[src/rtl/acg_pkg.sv]
package acg_pkg;

    parameter int ACG_CNT_W = 10;

    typedef enum logic [1:0] {
        ST_SLAVE,
        ST_ALIGN,
        ST_RUN,
        ST_FAULT
    } acg_state_e;

    typedef struct packed {
        logic       master;
        logic [2:0] fs_code;
        logic [2:0] bk_code;
    } acg_cfg_t;

endpackage

[src/rtl/acg_rate_decode.sv]
module acg_rate_decode #(
    parameter int CNT_W = 10
) (
    input  logic [2:0]       fs_code,
    input  logic [2:0]       bk_code,
    output logic [CNT_W-1:0] frame_div,
    output logic [CNT_W-1:0] bit_div,
    output logic             bad
);
    logic [CNT_W-1:0] fixed_div;
    logic [CNT_W-1:0] quo;
    logic [CNT_W-1:0] rem;
    logic [2:0]       shift;
    logic             per_frame;

    always_comb begin
        unique case (fs_code)
            3'b001:  frame_div = CNT_W'(128);
            3'b010:  frame_div = CNT_W'(192);
            3'b011:  frame_div = CNT_W'(256);
            3'b100:  frame_div = CNT_W'(384);
            3'b101:  frame_div = CNT_W'(512);
            3'b110:  frame_div = CNT_W'(768);
            default: frame_div = CNT_W'(256);
        endcase
    end

    always_comb begin
        per_frame = 1'b1;
        fixed_div = CNT_W'(4);
        shift     = 3'd6;
        unique case (bk_code)
            3'b000: begin per_frame = 1'b0; fixed_div = CNT_W'(4); end
            3'b001: begin per_frame = 1'b0; fixed_div = CNT_W'(8); end
            3'b010: shift = 3'd5;
            3'b011: shift = 3'd6;
            3'b100: shift = 3'd7;
            default: shift = 3'd6;
        endcase
    end

    always_comb begin
        quo     = frame_div >> shift;
        rem     = frame_div & ((CNT_W'(1) << shift) - CNT_W'(1));
        bit_div = per_frame ? quo : fixed_div;
        bad     = per_frame && ((rem != '0) || (quo < CNT_W'(2)));
    end

endmodule

[src/rtl/acg_div_counter.sv]
module acg_div_counter #(
    parameter int W = 10
) (
    input  logic         clk,
    input  logic         rst,
    input  logic         clear,
    input  logic [W-1:0] limit,
    output logic [W-1:0] cnt,
    output logic [W-1:0] nxt
);
    always_comb begin
        if (clear)
            nxt = '0;
        else if (cnt >= limit - W'(1))
            nxt = '0;
        else
            nxt = cnt + W'(1);
    end

    always_ff @(posedge clk) begin
        if (rst)
            cnt <= '0;
        else
            cnt <= nxt;
    end

endmodule

[src/rtl/audio_clkgen.sv]
module audio_clkgen
    import acg_pkg::*;
#(
    parameter int CNT_W = ACG_CNT_W
) (
    input  logic       mclk,
    input  logic       rst,
    input  logic       master_sel,
    input  logic [2:0] fs_code,
    input  logic [2:0] bk_code,
    output logic       bclk_o,
    output logic       bclk_oe,
    output logic       lrclk_o,
    output logic       lrclk_oe,
    output logic       cfg_err
);
    localparam int HALF_W = CNT_W;

    acg_state_e       state_q, state_n;
    acg_cfg_t         cfg_q, cfg_cur;
    logic             changed;
    logic             clear;
    logic [CNT_W-1:0] frame_div, bit_div;
    logic             bad;
    logic [CNT_W-1:0] bcnt, bnxt, fcnt, fnxt;
    logic [HALF_W-1:0] bit_low;
    logic [HALF_W-1:0] frame_half;
    logic             bclk_d, lrclk_d, oe_d, err_d;

    assign cfg_cur = '{master: master_sel, fs_code: fs_code, bk_code: bk_code};
    assign changed = (cfg_cur != cfg_q);

    acg_rate_decode #(.CNT_W(CNT_W)) u_decode (
        .fs_code   (fs_code),
        .bk_code   (bk_code),
        .frame_div (frame_div),
        .bit_div   (bit_div),
        .bad       (bad)
    );

    // Next-state logic
    always_comb begin
        state_n = state_q;
        unique case (state_q)
            ST_SLAVE: begin
                if (changed && master_sel) state_n = ST_ALIGN;
            end
            ST_ALIGN: begin
                if (!master_sel)  state_n = ST_SLAVE;
                else if (changed) state_n = ST_ALIGN;
                else if (bad)     state_n = ST_FAULT;
                else              state_n = ST_RUN;
            end
            ST_RUN, ST_FAULT: begin
                if (!master_sel)  state_n = ST_SLAVE;
                else if (changed) state_n = ST_ALIGN;
            end
            default: state_n = ST_SLAVE;
        endcase
    end

    assign clear = changed || (state_n == ST_SLAVE);

    acg_div_counter #(.W(CNT_W)) u_bit_cnt (
        .clk   (mclk),
        .rst   (rst),
        .clear (clear),
        .limit (bit_div),
        .cnt   (bcnt),
        .nxt   (bnxt)
    );

    acg_div_counter #(.W(CNT_W)) u_frame_cnt (
        .clk   (mclk),
        .rst   (rst),
        .clear (clear),
        .limit (frame_div),
        .cnt   (fcnt),
        .nxt   (fnxt)
    );

    assign bit_low    = bit_div - (bit_div >> 1);
    assign frame_half = frame_div >> 1;

    // Output decode per next state
    always_comb begin
        bclk_d  = 1'b0;
        lrclk_d = 1'b0;
        oe_d    = 1'b0;
        err_d   = 1'b0;
        unique case (state_n)
            ST_SLAVE: begin
                oe_d = 1'b0;
            end
            ST_ALIGN, ST_RUN: begin
                oe_d    = 1'b1;
                err_d   = bad;
                bclk_d  = !bad && (bnxt >= bit_low);
                lrclk_d = (fnxt >= frame_half);
            end
            ST_FAULT: begin
                oe_d    = 1'b1;
                err_d   = 1'b1;
                lrclk_d = (fnxt >= frame_half);
            end
            default: oe_d = 1'b0;
        endcase
    end

    // State and configuration register
    always_ff @(posedge mclk) begin
        if (rst) begin
            state_q <= ST_SLAVE;
            cfg_q   <= '0;
        end else begin
            state_q <= state_n;
            cfg_q   <= cfg_cur;
        end
    end

    // Output register
    always_ff @(posedge mclk) begin
        if (rst) begin
            bclk_o   <= 1'b0;
            lrclk_o  <= 1'b0;
            bclk_oe  <= 1'b0;
            lrclk_oe <= 1'b0;
            cfg_err  <= 1'b0;
        end else begin
            bclk_o   <= bclk_d;
            lrclk_o  <= lrclk_d;
            bclk_oe  <= oe_d;
            lrclk_oe <= oe_d;
            cfg_err  <= err_d;
        end
    end

endmodule

[config.mk]
export PLATFORM = sky130hd
export DESIGN_NAME = audio_clkgen
export DESIGN_NICKNAME = d
export VERILOG_FILES = /design/src/rtl/acg_pkg.sv /design/src/rtl/acg_rate_decode.sv /design/src/rtl/acg_div_counter.sv /design/src/rtl/audio_clkgen.sv
export SDC_FILE = /design/constraint.sdc
export NUM_CORES = 1
export LEC_CHECK = 0
export ABC_AREA = 1
export BUFFER_PORTS_ARGS = -buffer_cell sky130_fd_sc_hd__buf_2
export CAP_MARGIN = 0
export CELL_PAD_IN_SITES_DETAIL_PLACEMENT = 1
export CELL_PAD_IN_SITES_GLOBAL_PLACEMENT = 1
export CORE_MARGIN = 2
export CORE_UTILIZATION = 49
export CTS_CLUSTER_SIZE = 20
export DETAILED_ROUTE_END_ITERATION = 12
export GPL_TIMING_DRIVEN = 1
export PLACE_DENSITY_LB_ADDON = 0.1
export SLEW_MARGIN = 40
export SYNTH_ARGS = -nofsm -noshare
export SYNTH_HDL_FRONTEND = slang
export SYNTH_SLANG_ARGS = --single-unit
[constraint.sdc]
create_clock -name mclk -period 15.8 [get_ports mclk]
set_input_delay 4.74 -clock mclk [delete_from_list [all_inputs] [get_ports mclk]]
set_output_delay 4.74 -clock mclk [all_outputs]
set_load 0.01 [all_outputs]
==> run summary <==
Io pins -> 14
Vias -> 2643
Max Root-Sink Buffers -> 2
Initial Util -> 51.2%
Crit-path max FO -> 19
Clock Pin Slew Worst Setup and Hold Paths -> 80 ps
Hold Worst Slack -> 586 ps
Post-DR vias/cell -> 5.28
Post-CTS Resized -> 0
Routed Antenna Nets -> 0
CP endpoint kind -> flip-flop
Root Driver -> clkbuf_8
Setup violations, final -> 0
Drt total wl -> 7780 um
Hold_buf cts -> 0
Crit path kind -> primary input to flip-flop
Max IR drop VDD -> 0.0418 mV
Die area -> 0.00645 mm^2
Max Slew Vio Count -> 0
Synth Flop Type -> dfxtp_1
Clk_lat worst skew -> 300 ps
Max-cap violations -> 0
RePlAce Congestion -> 0.836
Area Overhead vs Synth -> 8.33%
Number of diodes -> 0
Post-synthesis sequential area ratio -> 23.1%
RSZ-0062 raised after global routing -> false
Row count -> 27
Fmax -> 0.108 GHz
Dpl hpwl -> 6020 um
Outcome -> completed
Most frequent cells in the layout -> nand2_1 (82), nor2_1 (64), inv_1 (49), ha_1 (44), dfxtp_1 (33)
Deepest level of the CTS H-tree -> 2
Final non-filler cell total -> 501
Design area -> 0.00309 mm^2
Min-Delay Path Class -> flip-flop to flip-flop
Total power -> 0.225 mW
Die Y -> 80.3 um
Worst R2R Path Depth -> 22
CP max-delay cell -> nand4_1
Least-Margin Pin Slew -> 697 ps
IO Port Bufs -> 13
Post-CTS Setup Bufs -> 0
Post-synth EDFFs -> 0
GRT Total Usage -> 26.3%
Remaining global-route overflow -> 0
Vias in the first global route -> 2765
Core area -> 0.00557 mm^2
Yosys top cell area share -> 23.1%
Critical Path Max Stage Delay -> 550 ps
Cell area power density -> 72.9 mW/mm^2
Largest net degree at the start of global routing -> 32
CTS tree -> done
RR Endpoint -> bclk_o
Hold Path Origin -> u_frame_cnt.cnt[0]
Flop and latch count out of synthesis -> 33
DR DRC count -> 0
Clock Skews -> 10.2 ps
Syn Area/Cell -> 6.93 um^2
Sum Neg Setup Slack -> 0 ps
Setup slack, reg-to-reg -> 12600 ps
Period utilisation layout -> 58.6%
Final Critical Period -> 9250 ps
Arrival time worst endpoint -> 9450 ps
Fin. Hold Viols -> 0
Reg2Reg Launch Point -> cfg_q[2]
Post-Syn Area -> 0.00285 mm^2
LEAKAGE -> 1.50 nW
Placed Instances -> 493
Largest area contributor in the netlist -> dfxtp_1
Initial antenna violation count -> 0
Detailed-route wire length per cell -> 15.5 um
Seq. cell area -> 661 um^2
Nets@finish -> 482
DRT Pass-1 Iters -> 4
Clock sink count -> 33
Fillers -> 758
Commonest non-fill, non-tap cell in the layout -> nand2_1
Synth area leaders -> dfxtp_1 (23%), ha_1 (19%), nand2_1 (11%)
Hold Path End -> u_frame_cnt.cnt[0]
Die Wd -> 80.3 um
CTS Buf Count -> 5
WP data required -> 15990 ps
Synthesis Warnings -> 0
Yosys cell types -> 40
Global-route wire length before repair -> 13000 um
DR iter-0 viols -> 90
Share of cells above drive strength 1 -> 11.7%
Cells after synthesis -> 412
Async set or reset register ratio after synthesis -> 0%
Crit start category -> primary input
Multi-input gate area -> 0.00196 mm^2
Hold path cells -> 3
Area after DPL -> 0.00299 mm^2
Slew headroom -> 53.4%
==> synthesized netlist by cell type (6+ instances only) <==
cell / n
inv_2: 6
ha_1: 44
o21ai_0: 8
nand2_1: 82
nand3_1: 19
nor3_1: 17
xor2_1: 10
a21oi_1: 20
nor2_1: 64
inv_1: 49
nand4_1: 6
dfxtp_1: 33
==> state kept, by name, indices dropped and copies added, names as in the netlist <==
register         flops
bclk_o               1
cfg_q                7
cfg_err              1
u_frame_cnt.cnt     10
lrclk_oe             1
state_q              2
lrclk_o              1
u_bit_cnt.cnt       10
==> where the power goes <==
group / internal [mW] / leakage, nW / switching [mW]
sequential: 0.0846 / 0.268 / 0.000737
clock: 0.0394 / 0.0542 / 0.0345
combinational: 0.0233 / 1.18 / 0.0428
==> critical path: cells and delay by family <==
family	cells	cell delay, ps
AND/OR/NAND/NOR	11	1960
AO/OA/AOI/OAI	8	1270
adder cells (fa/ha/maj)	3	820
buffers and inverters	5	520
XOR/XNOR	1	150
==> cell type report <==
cell class / instances / share of cell area, %
multi-input combinational: 319 / 63.4
tap: 72 / 2.91
sequential: 33 / 21.4
timing repair buffer: 13 / 2.10
inverter: 56 / 6.96
clock buffer: 7 / 3.12
clock inverter: 1 / 0.162
==> per-layer routing <==
metal  global-route usage [%]  up-vias  routed length, um
met2                     48.8       17               4060
met4                     7.29        0                111
li1                         -     1367                  -
met5                        0        -                  0
met3                     3.60       11                 99
met1                     31.3     1248               3500
==> stage by stage <==
stage | utilization (%) | worst slack (ps)
after floorplan | - | 7200
after global placement | 53.6 | 6620
after detailed placement | 53.6 | 6280
after CTS | 55.5 | 6540
after global routing | 55.5 | 6020
final | 55.5 | 6550
==> how the worst max path moves through the flow <==
stage                           from  endpoint  cells after the start
after global placement    fs_code[0]    bclk_o                     28
after floorplan           fs_code[0]    bclk_o                     28
after global routing      fs_code[0]    bclk_o                     28
after detailed placement  fs_code[0]    bclk_o                     28
final                     fs_code[0]    bclk_o                     28
after CTS                 fs_code[0]    bclk_o                     28
==> logic make-up (layout without fill, tap and decap cells) <==
logic type	count (synthesis)	count (layout)	synth area share [%]
buffers and inverters	61	77	8.33
XOR/XNOR	14	14	4.30
flip-flops	33	33	23.1
adder cells (fa/ha/maj)	45	45	20.0
other	1	2	0.131
AO/OA/AOI/OAI	45	45	9.69
AND/OR/NAND/NOR	213	213	34.4
No activity file was read; power rests on OpenSTA's default activity.
